===== src/rtl/prio_irq_pkg.sv =====
package prio_irq_pkg;
  localparam int unsigned NSRC  = 5;
  localparam int unsigned VEC_W = 16;
  // source index = priority rank, highest index wins
  localparam int unsigned IDX_EXT  = 0;
  localparam int unsigned IDX_LVLB = 1;
  localparam int unsigned IDX_LVLA = 2;
  localparam int unsigned IDX_EDGE = 3;
  localparam int unsigned IDX_NMI  = 4;

  // restart address = 4 * (2n+1); nmi sits at 9 half-steps
  function automatic logic [VEC_W-1:0] src_vector(input int unsigned idx);
    int unsigned half;
    if (idx == IDX_EXT) return '0;
    half = (idx == IDX_NMI) ? 9 : 9 + 2 * idx;
    return VEC_W'(4 * half);
  endfunction
endpackage


===== src/rtl/prio_irq_sync.sv =====
module prio_irq_sync #(
  parameter int unsigned WIDTH  = 6,
  parameter int unsigned STAGES = 2
) (
  input  logic             clk_i,
  input  logic             rst_ni,
  input  logic [WIDTH-1:0] d_i,
  output logic [WIDTH-1:0] q_o
);
  logic [WIDTH-1:0] stg_q [STAGES];

  always_ff @(posedge clk_i or negedge rst_ni) begin
    if (!rst_ni) begin
      for (int i = 0; i < STAGES; i++) stg_q[i] <= '0;
    end else begin
      stg_q[0] <= d_i;
      for (int i = 1; i < STAGES; i++) stg_q[i] <= stg_q[i-1];
    end
  end

  assign q_o = stg_q[STAGES-1];
endmodule


===== src/rtl/prio_irq_pend.sv =====
module prio_irq_pend (
  input  logic clk_i,
  input  logic rst_ni,
  input  logic nmi_s_i,
  input  logic edge_s_i,
  input  logic ack_nmi_i,
  input  logic ack_edge_i,
  input  logic clr_edge_i,
  output logic nmi_req_o,
  output logic edge_pend_o
);
  logic nmi_prev_q, edge_prev_q, nmi_armed_q, edge_pend_q;
  logic nmi_rise, edge_rise;

  assign nmi_rise  = nmi_s_i & ~nmi_prev_q;
  assign edge_rise = edge_s_i & ~edge_prev_q;

  always_ff @(posedge clk_i or negedge rst_ni) begin
    if (!rst_ni) begin
      nmi_prev_q  <= 1'b0;
      edge_prev_q <= 1'b0;
      nmi_armed_q <= 1'b0;
      edge_pend_q <= 1'b0;
    end else begin
      nmi_prev_q  <= nmi_s_i;
      edge_prev_q <= edge_s_i;
      // lockout: ack disarms, only a fresh rise re-arms
      if (ack_nmi_i)     nmi_armed_q <= 1'b0;
      else if (nmi_rise) nmi_armed_q <= 1'b1;
      else if (!nmi_s_i) nmi_armed_q <= 1'b0;
      // a new edge beats any clear in the same cycle
      if (edge_rise)                    edge_pend_q <= 1'b1;
      else if (ack_edge_i | clr_edge_i) edge_pend_q <= 1'b0;
    end
  end

  assign nmi_req_o   = nmi_armed_q & nmi_s_i;
  assign edge_pend_o = edge_pend_q;


  nmi_lockout_chk: assert property (@(posedge clk_i) disable iff (!rst_ni)
    ack_nmi_i |=> !nmi_req_o);

  edge_wins_chk: assert property (@(posedge clk_i) disable iff (!rst_ni)
    edge_rise |=> edge_pend_o);

  edge_ack_clr_chk: assert property (@(posedge clk_i) disable iff (!rst_ni)
    (ack_edge_i && !edge_rise) |=> !edge_pend_o);
endmodule


===== src/rtl/prio_irq_arb.sv =====
module prio_irq_arb
  import prio_irq_pkg::*;
#(
  parameter int unsigned N = NSRC
) (
  input  logic [N-1:0]     req_i,
  output logic [N-1:0]     grant_o,
  output logic             valid_o,
  output logic [VEC_W-1:0] vector_o
);
  always_comb begin
    logic found;
    found   = 1'b0;
    grant_o = '0;
    for (int i = N - 1; i >= 0; i--) begin
      if (req_i[i] && !found) begin
        grant_o[i] = 1'b1;
        found      = 1'b1;
      end
    end
  end

  always_comb begin
    vector_o = '0;
    for (int i = 0; i < N; i++)
      if (grant_o[i]) vector_o = vector_o | src_vector(i);
  end

  assign valid_o = |grant_o;


  always_comb begin
    grant_onehot_chk: assert ($onehot0(grant_o));
  end
endmodule


===== src/rtl/prio_irq_ctrl.sv =====
module prio_irq_ctrl
  import prio_irq_pkg::*;
#(
  parameter int unsigned SYNC_STAGES = 2
) (
  input  logic             clk_i,
  input  logic             rst_ni,
  input  logic             nmi_req_i,
  input  logic             edge_req_i,
  input  logic             lvl_a_req_i,
  input  logic             lvl_b_req_i,
  input  logic             ext_req_i,
  input  logic             sdi_i,
  input  logic             ien_set_i,
  input  logic             ien_clr_i,
  input  logic             mask_wr_i,
  input  logic [7:0]       mask_data_i,
  input  logic             ack_i,
  output logic             irq_valid_o,
  output logic [VEC_W-1:0] irq_vector_o,
  output logic             irq_nonvec_o,
  output logic [7:0]       status_o
);
  localparam int unsigned PINS = NSRC + 1;

  logic [PINS-1:0] pins_s;
  logic            s_nmi, s_edge, s_lva, s_lvb, s_ext, s_sdi;
  logic            ie_q;
  logic [2:0]      mask_q;
  logic            nmi_req, edge_pend, accept;
  logic [NSRC-1:0] req, grant;
  logic            unused_bits;

  assign unused_bits = ^mask_data_i[7:5];

  prio_irq_sync #(.WIDTH(PINS), .STAGES(SYNC_STAGES)) u_sync (
    .clk_i (clk_i),
    .rst_ni(rst_ni),
    .d_i   ({sdi_i, nmi_req_i, edge_req_i, lvl_a_req_i, lvl_b_req_i, ext_req_i}),
    .q_o   (pins_s)
  );
  assign {s_sdi, s_nmi, s_edge, s_lva, s_lvb, s_ext} = pins_s;

  assign accept = ack_i & irq_valid_o;

  prio_irq_pend u_pend (
    .clk_i      (clk_i),
    .rst_ni     (rst_ni),
    .nmi_s_i    (s_nmi),
    .edge_s_i   (s_edge),
    .ack_nmi_i  (accept & grant[IDX_NMI]),
    .ack_edge_i (accept & grant[IDX_EDGE]),
    .clr_edge_i (mask_wr_i & mask_data_i[4]),
    .nmi_req_o  (nmi_req),
    .edge_pend_o(edge_pend)
  );

  assign req[IDX_NMI]  = nmi_req;
  assign req[IDX_EDGE] = ie_q & ~mask_q[2] & edge_pend;
  assign req[IDX_LVLA] = ie_q & ~mask_q[1] & s_lva;
  assign req[IDX_LVLB] = ie_q & ~mask_q[0] & s_lvb;
  assign req[IDX_EXT]  = ie_q & s_ext;

  prio_irq_arb #(.N(NSRC)) u_arb (
    .req_i   (req),
    .grant_o (grant),
    .valid_o (irq_valid_o),
    .vector_o(irq_vector_o)
  );

  assign irq_nonvec_o = grant[IDX_EXT];

  always_ff @(posedge clk_i or negedge rst_ni) begin
    if (!rst_ni) begin
      ie_q   <= 1'b0;
      mask_q <= 3'b111;
    end else begin
      if (accept | ien_clr_i) ie_q <= 1'b0;
      else if (ien_set_i)     ie_q <= 1'b1;
      if (mask_wr_i && mask_data_i[3]) mask_q <= mask_data_i[2:0];
    end
  end

  assign status_o = {s_sdi, edge_pend, s_lva, s_lvb, ie_q, mask_q};


  accept_clears_ie_chk: assert property (@(posedge clk_i) disable iff (!rst_ni)
    accept |=> !status_o[3]);

  mask_hold_chk: assert property (@(posedge clk_i) disable iff (!rst_ni)
    (mask_wr_i && !mask_data_i[3]) |=> $stable(status_o[2:0]));

  only_nmi_when_off_chk: assert property (@(posedge clk_i) disable iff (!rst_ni)
    (irq_valid_o && !status_o[3]) |-> irq_vector_o == 16'h0024);

  nonvec_zero_chk: assert property (@(posedge clk_i) disable iff (!rst_ni)
    irq_nonvec_o |-> (irq_valid_o && irq_vector_o == '0));
endmodule


===== config.mk =====
export PLATFORM = sky130hd
export DESIGN_NAME = prio_irq_ctrl
export DESIGN_NICKNAME = d
export VERILOG_FILES = /design/src/rtl/prio_irq_pkg.sv /design/src/rtl/prio_irq_sync.sv /design/src/rtl/prio_irq_pend.sv /design/src/rtl/prio_irq_arb.sv /design/src/rtl/prio_irq_ctrl.sv
export SDC_FILE = /design/constraint.sdc
export NUM_CORES = 1
export LEC_CHECK = 0
export BUFFER_PORTS_ARGS = -buffer_cell sky130_fd_sc_hd__buf_2
export CAP_MARGIN = 20
export CELL_PAD_IN_SITES_DETAIL_PLACEMENT = 1
export CELL_PAD_IN_SITES_GLOBAL_PLACEMENT = 2
export CORE_UTILIZATION = 28
export CTS_CLUSTER_DIAMETER = 150
export DETAILED_ROUTE_END_ITERATION = 16
export PLACE_DENSITY = 0.9
export SLEW_MARGIN = 10
export SYNTH_ARGS = -nofsm -noshare
export SYNTH_HDL_FRONTEND = slang
export SYNTH_HIERARCHICAL = 1
export SYNTH_SLANG_ARGS = --single-unit

===== constraint.sdc =====
create_clock -name clk_i -period 3.4 [get_ports clk_i]
set_input_delay 0.34 -clock clk_i [delete_from_list [all_inputs] [get_ports clk_i]]
set_output_delay 0.34 -clock clk_i [all_outputs]
set_load 0.01 [all_outputs]

# --- Yosys cells after proc, flatten, opt, wreduce, memory -nomap -nowiden ---
# Index checks and enable logic that the tools add are counted.
# Widths: inputs -> output; s select.
word_totals:
  reg_bits: 20
  word_cells: 64
  inputBits: 20
op_classes:
  n_reduce_logical: 12
  muxes: 22
  n_eq_ne: 1
  bitwise_logic: 21
op_table:
  columns: ["cell", "n"]
  rows:
  - ["$mux 6", 6]
  - ["$mux 1", 16]
  - ["$and 1x1->1", 14]
  - ["$logic_and 1x1->1", 5]
  - ["$not 1->1", 5]
  - ["$reduce_or 5->1", 1]
  - ["$logic_not 1->1", 4]
  - ["$reduce_bool 2->1", 2]
  - ["$ne 3x1->1 const B", 1]
  - ["$or 1x1->1", 2]

# --- Logic depth before layout (Yosys ltp) ---
logic_depth:
  depth_word: 21
  depth_mapped: 7

# --- Hierarchy ---
# The synthesis kept the hierarchy.
by_module_without_submodules:
  columns: ["mod", "instances", "seq_area_each_um2", "cells_per_inst", "area_each_um2"]
  rows:
  - ["prio_irq_sync", 1, 300.3, 18, 345.3]
  - ["prio_irq_ctrl", 1, 103.8, 20, 232.7]
  - ["prio_irq_arb", 1, 0.0, 27, 180.2]
  - ["prio_irq_pend", 1, 100.1, 10, 148.9]

# --- Worst setup path after synthesis ---
# OpenSTA, ideal clock, no wires.
synth_timing:
  kind: "register to register"
  startpoint: "register mask_q[2]"
  endpoint: "register u_pend.edge_pend_q, in the netlist u_pend/edge_pend_o"
  arrival_time_ns: 1.640
  path_slack_ns: 1.664
  t_required_ns: 3.304
  path_stages_with_launch: 6
  setup_ns: 0.096
  path_cell_list: "dfstp_2 and3b_1 nor4_2 nand2b_1 and3_1 o32ai_2"
synth_between:
  elab_chain_len: 19
  elab_cells_between_ends: 22
  cone_classes: "mux: 7; bitwise: 6; reduce/logical: 9"
synth_lines:
  columns: ["item", "line", "text"]
  rows:
  - ["start: declaration", "prio_irq_ctrl.sv:29", "logic [2:0] mask_q;"]
  - ["start signal: assignment", "prio_irq_ctrl.sv:80", "if (mask_wr_i && mask_data_i[3]) mask_q <= mask_data_i[2:0];"]
  - ["$not 1->1 (*)", "prio_irq_ctrl.sv:59", "assign req[IDX_EDGE] = ie_q & ~mask_q[2] & edge_pend;"]
  - ["$and 1x1->1 (*) (2 in a row)", "prio_irq_ctrl.sv:59", null]
  - ["via req[3]", "prio_irq_ctrl.sv:31", "logic [NSRC-1:0] req, grant;"]
  - ["$logic_and 1x1->1 (*)", "prio_irq_arb.sv:16", "if (req_i[i] && !found) begin"]
  - ["$mux 1", "prio_irq_arb.sv:16", null]
  - ["$logic_not 1->1", "prio_irq_arb.sv:16", null]
  - ["$logic_and 1x1->1", "prio_irq_arb.sv:16", null]
  - ["$mux 1", "prio_irq_arb.sv:16", null]
  - ["(+4 left out)", null, null]
  - ["$logic_and 1x1->1", "prio_irq_arb.sv:16", null]
  - ["$mux 1", "prio_irq_arb.sv:16", null]
  - ["$reduce_or 5->1 (*)", "prio_irq_arb.sv:29", "assign valid_o = |grant_o;"]
  - ["via irq_valid_o", "prio_irq_ctrl.sv:19", "output logic irq_valid_o,"]
  - ["$and 1x1->1 (*)", "prio_irq_ctrl.sv:44", "assign accept = ack_i & irq_valid_o;"]
  - ["$and 1x1->1 (*)", "prio_irq_ctrl.sv:52", ".ack_edge_i (accept & grant[IDX_EDGE]),"]
  - ["$or 1x1->1 (*)", "prio_irq_pend.sv:33", "else if (ack_edge_i | clr_edge_i) edge_pend_q <= 1'b0;"]
  - ["$reduce_bool 2->1 (no source line) (*)", null, null]
  - ["end signal: assignment", "prio_irq_pend.sv:23", "edge_pend_q <= 1'b0;"]
  - ["end signal: assignment", "prio_irq_pend.sv:32", "if (edge_rise) edge_pend_q <= 1'b1;"]
  - ["end signal: assignment", "prio_irq_pend.sv:33", null]
  - ["end: declaration", "prio_irq_pend.sv:12", "logic nmi_prev_q, edge_prev_q, nmi_armed_q, edge_pend_q;"]
# The timed path passes the listed nets; every way through them passes the cells marked *.
# A chain may end at the register's enable or synchronous reset.

# --- Worst setup path in the final report ---
layout_timing:
  startpoint: "register mask_q[2]"
  endpoint: "output port irq_valid_o"
layout_between:
  elab_chain_len: 15
  elab_cells_between_ends: 18
  cone_classes: "mux: 7; bitwise: 3; reduce/logical: 8"
layout_lines:
  columns: ["item", "line"]
  rows:
  - ["$not 1->1 (*)", "prio_irq_ctrl.sv:59"]
  - ["$and 1x1->1 (*) (2 in a row)", "prio_irq_ctrl.sv:59"]
  - ["via req[3]", "prio_irq_ctrl.sv:31"]
  - ["$logic_and 1x1->1 (*)", "prio_irq_arb.sv:16"]
  - ["$mux 1", "prio_irq_arb.sv:16"]
  - ["$logic_not 1->1", "prio_irq_arb.sv:16"]
  - ["$logic_and 1x1->1", "prio_irq_arb.sv:16"]
  - ["$mux 1", "prio_irq_arb.sv:16"]
  - ["$logic_not 1->1", "prio_irq_arb.sv:16"]
  - ["$logic_and 1x1->1", "prio_irq_arb.sv:16"]
  - ["$mux 1", "prio_irq_arb.sv:16"]
  - ["$logic_not 1->1", "prio_irq_arb.sv:16"]
  - ["$logic_and 1x1->1", "prio_irq_arb.sv:16"]
  - ["$mux 1", "prio_irq_arb.sv:16"]
  - ["$reduce_or 5->1 (*)", "prio_irq_arb.sv:29"]
  - ["end: declaration", "prio_irq_ctrl.sv:19"]
# Marks and branches as above.

==> summary.md <==
| Metric | Value |
|---|---|
| Status | finished, final reports clean |
| F_max | 487 MHz |
| Total negative slack | 0 ns |
| # setup viols final | 0 |
| R2R depth | 5 |
| Largest net degree at the start of global routing | 21 |
| Leading cell type in the layout, fill and taps excluded | buf_2 |
| TritonCTS Sinks | 20 |
| Clock Latency Late Sink | 0.29 ns |
| Largest delay contributor family on the critical path | simple AND/OR/NAND/NOR gates |
| Startpoint Class | flip-flop |
| Clock slew at the register clock pins of the worst setup and hold paths | 0.10 ns |
| Crit-path max cell delay | 0.55 ns |
| TritonCTS clock tree | built |
| Input/output buffers | 30 |
| Post-synthesis average cell area | 12.2 um2 |
| CORE AREA | about 3000 um2 |
| Crit path buffers/inverters | 1 |
| Overflow after GRT | 0 |
| Die height | 58.4 um |
| Hold Path Class | input pin to flip-flop |
| Reg2reg start | mask_q[2] |
| Most frequent cells in the layout | buf_2 (30), dfrtp_1 (17), conb_1 (12), nor2_1 (5), inv_1 (4) |
| Length of the first detailed-routing pass in iterations | 2 |
| Synthesized cell area | roughly 890 um2 |
| Setup Fix Bufs, Post-CTS | 0 |
| Design area | around 1000 um2 |
| Cells after synthesis | 73 |
| Final max-slew violation count | 0 |
| # placed instances | around 140 |
| Std cell rows | 20 |
| Tot Pwr | 462 uW |
| First-pass GRT wire length | around 2100 um |
| Critical path, cell by cell | and3b_1, nor4_2, nand2b_1, buf_2 |
| Final Cycle Share | 60.4% |
| CP endpoint kind | primary output |
| CTS max path bufs | 2 |
| Vias | 530 |
| Die extent in x | 58.4 um |
| Share of cells above drive strength 1 | 45.4% |
| Finished Layout Cells | around 140 |
| Via/cell ratio | 3.76 |
| Final hold violation count | 0 |
| # nets final | approximately 120 |
| # diodes | 0 |
| Critical path's slowest cell | dfstp_2 |
| Max rail drop VDD | 106 uV |
| Hold Path Origin | sdi_i |
| DP Area | around 1000 um2 |
| Power per Cell Area | 459 nW/um2 |
| CTS root buf | clkbuf_4 |
| Total GRT Usage | 8.68% |
| Minimum clock period | 2.05 ns |
| # IOs | 46 |
| DRT antenna net count | 0 |
| Clock Skews | between 0.002 and 0.0025 ns |
| Worst EP required | 3.06 ns |
| Final Routed Wirelength | ~1400 um |
| Final WS setup | 1.35 ns |
| End of the worst hold path | u_sync/stg_q[11] |
| H-Tree Depth | 1 |
| Die area | 3410 um2 |
| Area Overhead vs Synth | 13.2% |
| Synth warn | 6 |
| Hold Buf Count CTS | 1 |
| Crit path DAT | between 1.5 and 2 ns |
| Starting Density | 29.4% |
| GPL Wtd Cong | 0.742 |
| Post-route DRC | 0 |
| DR iter-0 viols | 7 |
| Leakage | between 0.5 and 0.6 nW |
| TritonCTS buffer count | 3 |
| Critical path class | flip-flop to primary output |
| FF-to-FF setup slack | 1.64 ns |
| Post-CTS Resized | 0 |
| MaxCap Viol Count | 0 |
| RSZ-0062 raised after global routing | no |
| Number of global-route vias before repair | 504 |
| Dpl ws | 1.63 ns |
| WHS Path Cells | 1 |
| Routed WL per cell | between 10 and 15 um |
| CP Max Fanout | 4 |
| Initial antenna violation count | 0 |
| Reg2reg end | u_pend/edge_pend_o |
[worst max path at each step]
stage,startpoint,endpoint,depth (start not counted)
floorplan,mask_q[2],u_pend/edge_pend_o,5
CTS,mask_q[2],irq_valid_o,4
detailed placement,mask_q[2],u_pend/edge_pend_o,5
global placement,mask_q[2],u_pend/edge_pend_o,5
finish,mask_q[2],irq_valid_o,4
global route,mask_q[2],irq_valid_o,4
[area by class of cell]
cell class | count | area, um2
tap | 44 | 55.1
inverter | 4 | 15.0
fill | 354 | 2020
sequential | 20 | 504
multi-input combinational | 38 | 248
timing repair buffer | 31 | 160
clock buffer | 4 | 26.3
[report_power, final]
| part | internal (mW) | switching [mW] |
|---|---|---|
| clock network | 0.0456 | 0.0659 |
| logic | 0.0382 | 0.0437 |
| registers | 0.259 | 0.0102 |
| total | 0.343 | 0.120 |
[routing by layer]
layer  GRT usage [%]  vias to the layer above  share of wire [%]
met4            6.12                        0               0.57
met2            14.9                       23                 53
li1                -                      248                  -
met3            1.98                        2                7.4
met1            9.42                      257                 39
met5               0                        -                  0
[per-stage QoR]
| stage | hold slack [ns] | utilization, % |
|---|---|---|
| final | 0.148 | 33.3 |
| after global routing | 0.128 | 33.3 |
| after CTS | 0.129 | 33.3 |
| after detailed placement | 0.309 | 32.1 |
| after global placement | 0.298 | 32.1 |
| after floorplan | 0.0444 | - |
[flip-flops by register name, indices dropped and copies added (netlist names)]
name and flops:
u_pend/nmi_prev_q 1, u_pend/nmi_armed_q 1, u_pend/edge_pend_o 1, u_pend/edge_prev_q 1
u_sync/stg_q 6, ie_q 1, u_sync/q_o 6, mask_q 3
Power figures use the tool's default switching activity.
